### config.mk
export PLATFORM = sky130hd
export DESIGN_NAME = ctlword_sequencer
export DESIGN_NICKNAME = d
export VERILOG_FILES = /design/src/rtl/sioseq_pkg.sv /design/src/rtl/sioseq_phase.sv /design/src/rtl/sioseq_mode_reg.sv /design/src/rtl/sioseq_sync_store.sv /design/src/rtl/sioseq_cmd_reg.sv /design/src/rtl/ctlword_sequencer.sv
export SDC_FILE = /design/constraint.sdc
export NUM_CORES = 1
export LEC_CHECK = 0
export BUFFER_PORTS_ARGS = -buffer_cell sky130_fd_sc_hd__buf_2
export CAP_MARGIN = 20
export CORE_UTILIZATION = 53
export DETAILED_ROUTE_END_ITERATION = 12
export PLACE_DENSITY = 0.9
export SLEW_MARGIN = 30
export SYNTH_ARGS = -nofsm -noshare
export SYNTH_HDL_FRONTEND = slang
export SYNTH_HIERARCHICAL = 1
export SYNTH_SLANG_ARGS = --single-unit
export TNS_END_PERCENT = 30
### constraint.sdc
create_clock -name clk -period 3 [get_ports clk]
set_clock_uncertainty 0.1 [all_clocks]
set_input_delay 0.3 -clock clk [delete_from_list [all_inputs] [get_ports clk]]
set_output_delay 0.3 -clock clk [all_outputs]
set_load 0.02 [all_outputs]
### src/rtl/sioseq_pkg.sv
package sioseq_pkg;

  typedef enum logic [1:0] {
    PH_MODE = 2'd0,
    PH_SYNC = 2'd1,
    PH_CMD  = 2'd2
  } phase_e;

  typedef struct packed {
    logic [1:0] stop;
    logic       par_even;
    logic       par_en;
    logic [1:0] len;
    logic [1:0] fac;
  } mode_t;

  typedef struct packed {
    logic hunt;
    logic intrst;
    logic rts;
    logic errclr;
    logic brk;
    logic rxen;
    logic dtr;
    logic txen;
  } cmd_t;

  function automatic mode_t decode_mode(input logic [7:0] b);
    mode_t m;
    m.stop     = b[7:6];
    m.par_even = b[5];
    m.par_en   = b[4];
    m.len      = b[3:2];
    m.fac      = b[1:0];
    return m;
  endfunction

  function automatic cmd_t decode_cmd(input logic [7:0] b);
    cmd_t c;
    c.hunt   = b[7];
    c.intrst = b[6];
    c.rts    = b[5];
    c.errclr = b[4];
    c.brk    = b[3];
    c.rxen   = b[2];
    c.dtr    = b[1];
    c.txen   = b[0];
    return c;
  endfunction

  function automatic logic selects_sync(input logic [7:0] b);
    return (b[1:0] == 2'b00);
  endfunction

endpackage

### src/rtl/sioseq_phase.sv
module sioseq_phase
  import sioseq_pkg::*;
#(
  parameter int SYNC_COUNT = 2,
  parameter int IW = 1
) (
  input  logic          clk,
  input  logic          rst_n,
  input  logic          wr_en,
  input  logic [7:0]    wr_data,
  output logic          mode_we,
  output logic          sync_we,
  output logic          cmd_we,
  output logic [IW-1:0] sync_idx
);

  localparam logic [IW-1:0] LAST_IDX = IW'(SYNC_COUNT - 1);

  phase_e phase_q, phase_d;
  logic [IW-1:0] idx_q, idx_d;
  logic int_rst;
  logic enter_sync;
  logic sync_done;

  assign mode_we    = wr_en && (phase_q == PH_MODE);
  assign sync_we    = wr_en && (phase_q == PH_SYNC);
  assign cmd_we     = wr_en && (phase_q == PH_CMD);
  assign int_rst    = cmd_we && decode_cmd(wr_data).intrst;
  assign enter_sync = mode_we && selects_sync(wr_data);
  assign sync_done  = sync_we && (idx_q == LAST_IDX);
  assign sync_idx   = idx_q;

  always_comb begin
    phase_d = phase_q;
    idx_d   = idx_q;
    if (mode_we) begin
      phase_d = enter_sync ? PH_SYNC : PH_CMD;
      idx_d   = '0;
    end else if (sync_we) begin
      if (sync_done) phase_d = PH_CMD;
      else           idx_d   = idx_q + 1'b1;
    end else if (int_rst) begin
      phase_d = PH_MODE;
    end
  end

  always_ff @(posedge clk or negedge rst_n) begin
    if (!rst_n) begin
      phase_q <= PH_MODE;
      idx_q   <= '0;
    end else begin
      phase_q <= phase_d;
      idx_q   <= idx_d;
    end
  end

  a_r10_one_strobe: assert property (@(posedge clk) disable iff (!rst_n)
    $onehot0({mode_we, sync_we, cmd_we}));
  a_r3_async_to_cmd: assert property (@(posedge clk) disable iff (!rst_n)
    (mode_we && !selects_sync(wr_data)) |=> (phase_q == PH_CMD));
  a_r4_sync_entry: assert property (@(posedge clk) disable iff (!rst_n)
    (mode_we && selects_sync(wr_data)) |=> (phase_q == PH_SYNC && idx_q == '0));
  a_r4_last_sync_to_cmd: assert property (@(posedge clk) disable iff (!rst_n)
    sync_done |=> (phase_q == PH_CMD));
  a_r5_intrst_to_mode: assert property (@(posedge clk) disable iff (!rst_n)
    int_rst |=> (phase_q == PH_MODE));
  a_r10_idle_hold: assert property (@(posedge clk) disable iff (!rst_n)
    !wr_en |=> $stable(phase_q));

endmodule

### src/rtl/sioseq_mode_reg.sv
module sioseq_mode_reg
  import sioseq_pkg::*;
(
  input  logic       clk,
  input  logic       rst_n,
  input  logic       mode_we,
  input  logic [7:0] wr_data,
  output mode_t      mode_q
);

  always_ff @(posedge clk or negedge rst_n) begin
    if (!rst_n)       mode_q <= '0;
    else if (mode_we) mode_q <= decode_mode(wr_data);
  end

  a_r2_mode_hold: assert property (@(posedge clk) disable iff (!rst_n)
    !mode_we |=> $stable(mode_q));
  a_r2_mode_stop_field: assert property (@(posedge clk) disable iff (!rst_n)
    mode_we |=> (mode_q.stop == $past(wr_data[7:6])));

endmodule

### src/rtl/sioseq_sync_store.sv
module sioseq_sync_store #(
  parameter int SYNC_COUNT = 2,
  parameter int IW = 1
) (
  input  logic                    clk,
  input  logic                    rst_n,
  input  logic                    sync_we,
  input  logic [IW-1:0]           sync_idx,
  input  logic [7:0]              wr_data,
  output logic [8*SYNC_COUNT-1:0] sync_q
);

  for (genvar k = 0; k < SYNC_COUNT; k++) begin : g_slot
    logic slot_we;
    assign slot_we = sync_we && (sync_idx == IW'(k));
    always_ff @(posedge clk or negedge rst_n) begin
      if (!rst_n)       sync_q[8*k +: 8] <= '0;
      else if (slot_we) sync_q[8*k +: 8] <= wr_data;
    end
  end

  a_r4_sync_hold: assert property (@(posedge clk) disable iff (!rst_n)
    !sync_we |=> $stable(sync_q));

endmodule

### src/rtl/sioseq_cmd_reg.sv
module sioseq_cmd_reg
  import sioseq_pkg::*;
(
  input  logic       clk,
  input  logic       rst_n,
  input  logic       cmd_we,
  input  logic [7:0] wr_data,
  output logic       hunt,
  output logic       rts_n,
  output logic       brk,
  output logic       rx_en,
  output logic       dtr_n,
  output logic       tx_en,
  output logic       err_clr
);

  cmd_t c;
  logic do_rst;
  logic do_load;

  assign c       = decode_cmd(wr_data);
  assign do_rst  = cmd_we && c.intrst;
  assign do_load = cmd_we && !c.intrst;

  always_ff @(posedge clk or negedge rst_n) begin
    if (!rst_n) begin
      hunt <= 1'b0; rts_n <= 1'b1; brk <= 1'b0;
      rx_en <= 1'b0; dtr_n <= 1'b1; tx_en <= 1'b0;
      err_clr <= 1'b0;
    end else begin
      err_clr <= do_load && c.errclr;
      if (do_rst) begin
        hunt <= 1'b0; rts_n <= 1'b1; brk <= 1'b0;
        rx_en <= 1'b0; dtr_n <= 1'b1; tx_en <= 1'b0;
      end else if (do_load) begin
        hunt  <= c.hunt;
        rts_n <= !c.rts;
        brk   <= c.brk;
        rx_en <= c.rxen;
        dtr_n <= !c.dtr;
        tx_en <= c.txen;
      end
    end
  end

  a_r6_rts_follows: assert property (@(posedge clk) disable iff (!rst_n)
    do_load |=> (rts_n == !$past(wr_data[5])));
  a_r6_dtr_follows: assert property (@(posedge clk) disable iff (!rst_n)
    do_load |=> (dtr_n == !$past(wr_data[1])));
  a_r5_intrst_clears: assert property (@(posedge clk) disable iff (!rst_n)
    do_rst |=> (rts_n && dtr_n && !rx_en && !tx_en && !brk && !hunt && !err_clr));
  a_r8_errclr_cause: assert property (@(posedge clk) disable iff (!rst_n)
    err_clr |-> $past(do_load && wr_data[4]));
  a_r7_levels_hold: assert property (@(posedge clk) disable iff (!rst_n)
    !cmd_we |=> $stable({hunt, brk, rx_en, tx_en, rts_n, dtr_n}));

endmodule

### src/rtl/ctlword_sequencer.sv
module ctlword_sequencer
  import sioseq_pkg::*;
#(
  parameter int SYNC_COUNT = 2
) (
  input  logic                    clk,
  input  logic                    rst_n,
  input  logic                    ctl_we,
  input  logic [7:0]              ctl_byte,
  output logic [1:0]              stop_code,
  output logic                    parity_even,
  output logic                    parity_en,
  output logic [1:0]              char_len_code,
  output logic [1:0]              clk_factor_code,
  output logic [8*SYNC_COUNT-1:0] sync_chars,
  output logic                    hunt_en,
  output logic                    rts_n,
  output logic                    err_clear,
  output logic                    break_en,
  output logic                    rx_en,
  output logic                    dtr_n,
  output logic                    tx_en
);

  localparam int IW = (SYNC_COUNT > 1) ? $clog2(SYNC_COUNT) : 1;

  logic          mode_we;
  logic          sync_we;
  logic          cmd_we;
  logic [IW-1:0] sync_idx;
  mode_t         mode_q;

  sioseq_phase #(.SYNC_COUNT(SYNC_COUNT), .IW(IW)) u_phase (
    .clk(clk), .rst_n(rst_n), .wr_en(ctl_we), .wr_data(ctl_byte),
    .mode_we(mode_we), .sync_we(sync_we), .cmd_we(cmd_we), .sync_idx(sync_idx)
  );

  sioseq_mode_reg u_mode (
    .clk(clk), .rst_n(rst_n), .mode_we(mode_we), .wr_data(ctl_byte), .mode_q(mode_q)
  );

  sioseq_sync_store #(.SYNC_COUNT(SYNC_COUNT), .IW(IW)) u_sync (
    .clk(clk), .rst_n(rst_n), .sync_we(sync_we), .sync_idx(sync_idx),
    .wr_data(ctl_byte), .sync_q(sync_chars)
  );

  sioseq_cmd_reg u_cmd (
    .clk(clk), .rst_n(rst_n), .cmd_we(cmd_we), .wr_data(ctl_byte),
    .hunt(hunt_en), .rts_n(rts_n), .brk(break_en), .rx_en(rx_en),
    .dtr_n(dtr_n), .tx_en(tx_en), .err_clr(err_clear)
  );

  assign stop_code       = mode_q.stop;
  assign parity_even     = mode_q.par_even;
  assign parity_en       = mode_q.par_en;
  assign char_len_code   = mode_q.len;
  assign clk_factor_code = mode_q.fac;

  a_r1_reset_idle: assert property (@(posedge clk) disable iff (!rst_n)
    $rose(rst_n) |-> (rts_n && dtr_n && !err_clear));

endmodule

==> impl_metrics.py, run 1 <==
metrics = {
    "clocking": {
        "cts_hold_buf": 1,
        "cts_tree": "yes",
        "cts_buffer_depth": 2,
        "path_clk_slew_ns": 0.09,
        "cts_buffers": 5,
        "cts-resized-gates": 0,
        "cts-root-buf": "clkbuf_4",
        "clock_latency_ns": 0.33,
        "htree_levels": 2,
        "cts_setup_buffers": 0,
        "cts_num_sinks": 34,
    },
    "setup_path": {
        "r2r_cells": 3,
        "start_kind": "flop",
        "crit_arrival_ns": 1.74,
        "cp.required_ns": 3.12,
        "path_class": "flop to flop",
        "endpoint_kind": "flop",
        "cp_max_fo": 9,
    },
    "power_and_ir_drop": {
        "p_per_area_mw_per_mm2": 1160,
        "vdd_ir_drop_max_mv": 0.7126,
        "p_leak_nw": 0.8698,
        "finalPower_mw": 1.948,
    },
    "logic_synthesis": {
        "synth-edff-count": 0,
        "netlist_top_cells_count": "dfrtp_1 (32), mux2_4 (16), mux2_2 (8)",
        "synthArstFlopShare_pct": 100.0,
        "synth_area_leaders": "dfrtp_1 (58%), mux2_4 (17%), mux2_2 (6.5%)",
        "yosysMostFrequentCell": "dfrtp_1",
        "yosysWarningCount": 6,
        "yosysTopAreaCellShare_pct": 57.61,
        "syn_inst": 86,
        "synth_cell_type_count": 23,
        "synth_nets": 97,
        "syn_area_sq_mm": 0.001390,
        "yosysTopAreaCell": "dfrtp_1",
        "ys_ff_latch": 34,
        "avgSynthCellArea_sq_um": 16.16,
        "ys.flop_type": "dfrtp_1",
        "synth-seq-area-share_pct": 61.39,
    },
    "finish": {
        "seq_area_sq_um": 853.3,
        "area_delta_synth_final_pct": 20.88,
        "multiInputGateArea_sq_um": 506.7,
        "num_antenna_cells": 0,
        "nFillCells": 199,
        "postLayoutCoreUtil_pct": 67.83,
        "fin_nets": 144,
        "finalNonFillerCells": 164,
        "layout-drive-gt1-share_pct": 60.45,
    },
    "sta": {
        "relSlewSlack_pct": 51.44,
        "fmax_ghz": 0.6167,
        "hold_viol": 0,
        "fin_setup_tns_ns": 0,
        "finalSetupViolCount": 0,
        "fin_crit_ns": 1.622,
        "hold_ws_ns": 0.05249,
        "finalMaxSlewViolations": 0,
        "rsz0062_at_grt": "no",
        "min_period_over_period_pct": 54.06,
        "tightest_slew_ns": 0.7284,
    },
    "place": {
        "dp.cells": 155,
        "io_buffers": 41,
        "hpwl_microns": 1822,
        "finalWeightedCongestion": 0.7550,
    },
    "die": {
        "rows": 18,
        "core_sq_mm": 0.002477,
        "dieArea_sq_mm": 0.002832,
        "die_y_microns": 53.22,
        "pin_count": 42,
        "initial_core_util_pct": 56.11,
        "die_x_microns": 53.22,
    },
    "drt": {
        "drc": 0,
        "routed-via-count": 878,
        "viasPerCell": 5.354,
        "wire_per_inst_microns": 15.84,
        "drt_iter0_markers": 9,
        "wirelength_microns": 2597,
        "antenna_left": 0,
        "firstDrtPassIters": 4,
    },
    "global_routing": {
        "grt.total_usage_pct": 21.92,
        "grt.overflow.total": 0,
        "grt_first_pass_wirelength_microns": 4071,
        "antenna_found_initial": 0,
        "grt_pass1_vias": 829,
        "grt_max_degree": 35,
    },
    "outcome": {
        "status": "complete, no violations",
    },
    "run": {
        "maxCapViolations": 0,
    },
    "hold_path": {
        "holdPathStages": 2,
        "hold_class": "primary input to flop",
    },
}
cell families (layout without fill, tap and decap cells):
group	after synthesis	in the layout	share of synthesized area (%)
and+or+nand+nor	12	12	6.301
DFF	34	34	61.39
AOI/OAI and AO/OA	12	12	6.391
muxes	24	24	23.76
buffers and inverters	4	52	2.160
per-stage QoR:
stage / area [sq um] / setup WS, ns
final: 1680 / 1.378
after global routing: 1680 / 1.311
after CTS: 1680 / 1.376
after detailed placement: 1610 / 1.376
after global placement: 1610 / 1.443
after floorplan: 1390 / 1.592
sequential cells by signal, indices dropped and copies added (netlist names):
name and flops:
u_cmd/hunt 1, u_cmd/rx_en 1, u_sync/sync_q 16, u_cmd/dtr_n 1, u_cmd/rts_n 1, u_cmd/tx_en 1, u_phase/phase_q 2, u_cmd/brk 1
u_cmd/err_clr 1, u_phase/sync_idx 1, u_mode/mode_q 8
worst max-delay path: stages, from the launching register on:
cell and delay (ns):
dfrtp_1 0.43, nor2b_2 0.16, and2b_1 0.47, mux2_4 0.35
layout by cell type (no fill, tap or decap), types with 2 or more instances in the layout:
| cell type | instances |
|---|---|
| dfstp_2 | 2 |
| mux2_4 | 16 |
| nor2_1 | 3 |
| a21oi_1 | 3 |
| clkbuf_4 | 5 |
| a22o_1 | 4 |
| buf_2 | 41 |
| mux2_2 | 8 |
| inv_1 | 2 |
| dfrtp_1 | 32 |
power by group:
part	internal, mW	switching, mW	total, mW	leakage [nW]
Clock	0.113	0.144	0.258	0.0353
Combinational	0.413	0.459	0.872	0.423
Sequential	0.684	0.135	0.819	0.412
cell type report:
| type | instances | share of cell area (%) |
|---|---|---|
| Tap cell | 30 | 2.234 |
| Multi-Input combinational cell | 48 | 30.16 |
| Inverter | 2 | 0.4468 |
| Sequential cell | 34 | 50.78 |
| Clock inverter | 1 | 0.2978 |
| Clock buffer | 7 | 3.276 |
| Timing Repair Buffer | 42 | 12.81 |
routing by layer:
metal | GRT usage (%) | vias up | share of wire (%)
met2 | 31.04 | 36 | 43
met3 | 9.195 | 6 | 7.7
met4 | 9.211 | 0 | 1.5
met5 | 0 | - | 0
li1 | - | 398 | -
met1 | 29.28 | 438 | 48
final timing paths:
check	from	endpoint	slack, ns
worst min-delay path	ctl_byte[5]	u_cmd/rts_n$_DFFE_PN1P_	0.05
worst max register to register	u_phase/phase_q[1]$_DFFE_PN0P_	u_mode/mode_q[7]$_DFFE_PN0P_	1.38
worst min register to register	u_cmd/dtr_n$_DFFE_PN1P_	u_cmd/dtr_n$_DFFE_PN1P_	0.41
max in group asynchronous	rst_n	u_sync/sync_q[8]$_DFFE_PN0P_	1.88
worst max-delay path	u_phase/phase_q[1]$_DFFE_PN0P_	u_mode/mode_q[7]$_DFFE_PN0P_	1.38
min in group asynchronous	rst_n	u_sync/sync_q[2]$_DFFE_PN0P_	0.44
(Power assumes the default switching activity.)
==> run 2: changes to the inputs <==
--- a/config.mk
+++ b/config.mk
@@ -7,9 +7,9 @@
 export LEC_CHECK = 0
 export BUFFER_PORTS_ARGS = -buffer_cell sky130_fd_sc_hd__buf_2
 export CAP_MARGIN = 20
-export CORE_UTILIZATION = 53
+export CORE_UTILIZATION = 45
 export DETAILED_ROUTE_END_ITERATION = 12
-export PLACE_DENSITY = 0.9
+export PLACE_DENSITY = 0.82
 export SLEW_MARGIN = 30
 export SYNTH_ARGS = -nofsm -noshare
 export SYNTH_HDL_FRONTEND = slang
==> constraint.sdc (replaced) <==
create_clock -name clk -period 1.4 [get_ports clk]
set_clock_uncertainty 0.1 [all_clocks]
set_input_delay 0.14 -clock clk [delete_from_list [all_inputs] [get_ports clk]]
set_output_delay 0.14 -clock clk [all_outputs]
set_load 0.02 [all_outputs]
==> impl_metrics.py, run 2 (synthesized netlist as in run 1, its figures left out) <==
metrics = {
    "clocking": {
        "clock_latency_ns": 0.34,
        "cts_buffer_depth": 2,
        "cts_tree": "yes",
        "cts-root-buf": "clkbuf_4",
        "htree_levels": 2,
        "cts_num_sinks": 34,
        "path_clk_slew_ns": 0.10,
        "cts_buffers": 5,
    },
    "sta": {
        "worst_slack_ns": -0.03146,
        "rsz0062_at_grt": "yes",
        "finalMaxSlewViolations": 0,
        "tightest_slew_ns": 0.5506,
        "fin_crit_ns": 1.431,
        "hold_ws_ns": 0.03275,
        "fin_setup_tns_ns": -0.2033,
        "relSlewSlack_pct": 63.29,
        "min_period_over_period_pct": 102.2,
        "finalSetupViolCount": 12,
        "hold_viol": 0,
        "fmax_ghz": 0.6986,
    },
    "place": {
        "finalWeightedCongestion": 0.8208,
        "pre_cts_slack_ns": -0.02675,
        "detailed_place.area_sq_mm": 0.001649,
        "io_buffers": 41,
        "hpwl_microns": 1888,
        "dp.cells": 161,
    },
    "setup_path": {
        "start_kind": "flop",
        "critPathMaxStageDelay_ns": 0.40,
        "cp_max_fo": 8,
        "cp.required_ns": 1.52,
        "r2r_cells": 4,
        "timing.rr.start": "u_phase/phase_q[1]$_DFFE_PN0P_",
        "path_cells": "nor2b_2 -> and2_4 -> nand2b_4 -> mux2_4",
        "startpoint": "u_phase/phase_q[1]$_DFFE_PN0P_",
        "path_class": "flop to flop",
        "crit_arrival_ns": 1.55,
        "slowest_stage": "dfrtp_1",
        "endpoint_kind": "flop",
        "crit_end": "u_sync/sync_q[0]$_DFFE_PN0P_",
        "r2r_slack_ns": -0.03,
        "reg2reg_to": "u_sync/sync_q[0]$_DFFE_PN0P_",
    },
    "drt": {
        "firstDrtPassIters": 9,
        "drc": 2,
        "routed-via-count": 921,
        "wirelength_microns": 2763,
        "antenna_left": 0,
        "drt_iter0_markers": 16,
        "wire_per_inst_microns": 15.44,
        "viasPerCell": 5.145,
    },
    "die": {
        "pin_count": 42,
        "core_sq_mm": 0.002853,
        "die_x_microns": 57.58,
        "die_y_microns": 57.58,
        "rows": 19,
        "dieArea_sq_mm": 0.003315,
        "initial_core_util_pct": 48.73,
    },
    "global_routing": {
        "grt_max_degree": 27,
        "antenna_found_initial": 0,
        "grt_first_pass_wirelength_microns": 4450,
        "grt.overflow.total": 0,
        "grt_pass1_vias": 947,
        "grt.total_usage_pct": 19.04,
    },
    "finish": {
        "fin_nets": 158,
        "layout-drive-gt1-share_pct": 59.46,
        "num_antenna_cells": 0,
        "postLayoutCoreUtil_pct": 63.42,
        "finalNonFillerCells": 179,
        "top_register": "u_sync/sync_q",
        "design_area_sq_mm": 0.001809,
        "area_delta_synth_final_pct": 30.15,
        "final_common_cell": "buf_2",
        "top_regs": "u_sync/sync_q: 16 flops, u_mode/mode_q: 8 flops, u_phase/phase_q: 2 flops",
        "final_cell_mix": "buf_2 (41), dfrtp_1 (32), mux2_4 (16)",
        "largest_reg_flops": 16,
        "nFillCells": 204,
    },
    "power_and_ir_drop": {
        "p_leak_nw": 0.9429,
        "vdd_ir_drop_max_mv": 1.426,
        "finalPower_mw": 4.279,
        "p_per_area_mw_per_mm2": 2365,
    },
    "run": {
        "maxCapViolations": 0,
    },
    "outcome": {
        "violations": "design-rule violations, negative setup slack",
        "status": "complete, but fails checks",
    },
    "hold_path": {
        "hold_class": "primary input to flop",
    },
}
## run 2: power by group
group	internal, mW	switching (mW)	leakage [nW]
sequential	1.47	0.285	0.412
combinational	0.945	1.03	0.496
clock	0.243	0.312	0.0353
## run 2: what timing repair did
item                       CTS  global route
setup endpoints to repair   11            25
hold buffers                 8             0
buffers inserted             0             2
resized for setup            1             0
hold endpoints to repair    46             0
## run 2: layer usage
metal / global-route usage (%) / vias up / share of wire (%)
met5: 0 / - / 0
met4: 7.666 / 0 / 2.1
met3: 7.937 / 8 / 5.5
met1: 24.47 / 456 / 45
met2: 28.57 / 31 / 47
li1: - / 426 / -
## run 2: worst min path at each step
| stage | start | cells after the start | to | slack [ns] |
|---|---|---|---|---|
| 4_1_cts | ctl_byte[0] | 2 | u_cmd/tx_en$_DFFE_PN0P_ | 0.03 |
| 2_1_floorplan | rst_n | 0 | u_cmd/brk$_DFFE_PN0P_ | -0.26 |
| 5_1_grt | ctl_byte[0] | 2 | u_mode/mode_q[0]$_DFFE_PN0P_ | 0.03 |
| 3_3_place_gp | rst_n | 1 | u_mode/mode_q[2]$_DFFE_PN0P_ | 0.06 |
| 3_5_place_dp | rst_n | 1 | u_mode/mode_q[2]$_DFFE_PN0P_ | 0.06 |
| 6_report | ctl_byte[0] | 2 | u_cmd/tx_en$_DFFE_PN0P_ | 0.03 |
## run 2: worst max-delay path: cells and delay by family, from the launching register on
family / cells / cell delay [ns]
DFF: 1 / 0.40
and+or+nand+nor: 3 / 0.49
muxes: 1 / 0.32
## run 2: layout make-up
cell class              instances  area [sq um]  share of cell area [%]
flip-flops and latches         34         853.3                   47.16
multi-input cells              48         511.7                   28.28
repair buffers                 56         337.8                   18.67
clock buffers                   7         55.05                   3.043
well taps                      31         38.79                   2.144
inverters                       2         7.507                  0.4149
clock inverters                 1         5.005                  0.2766
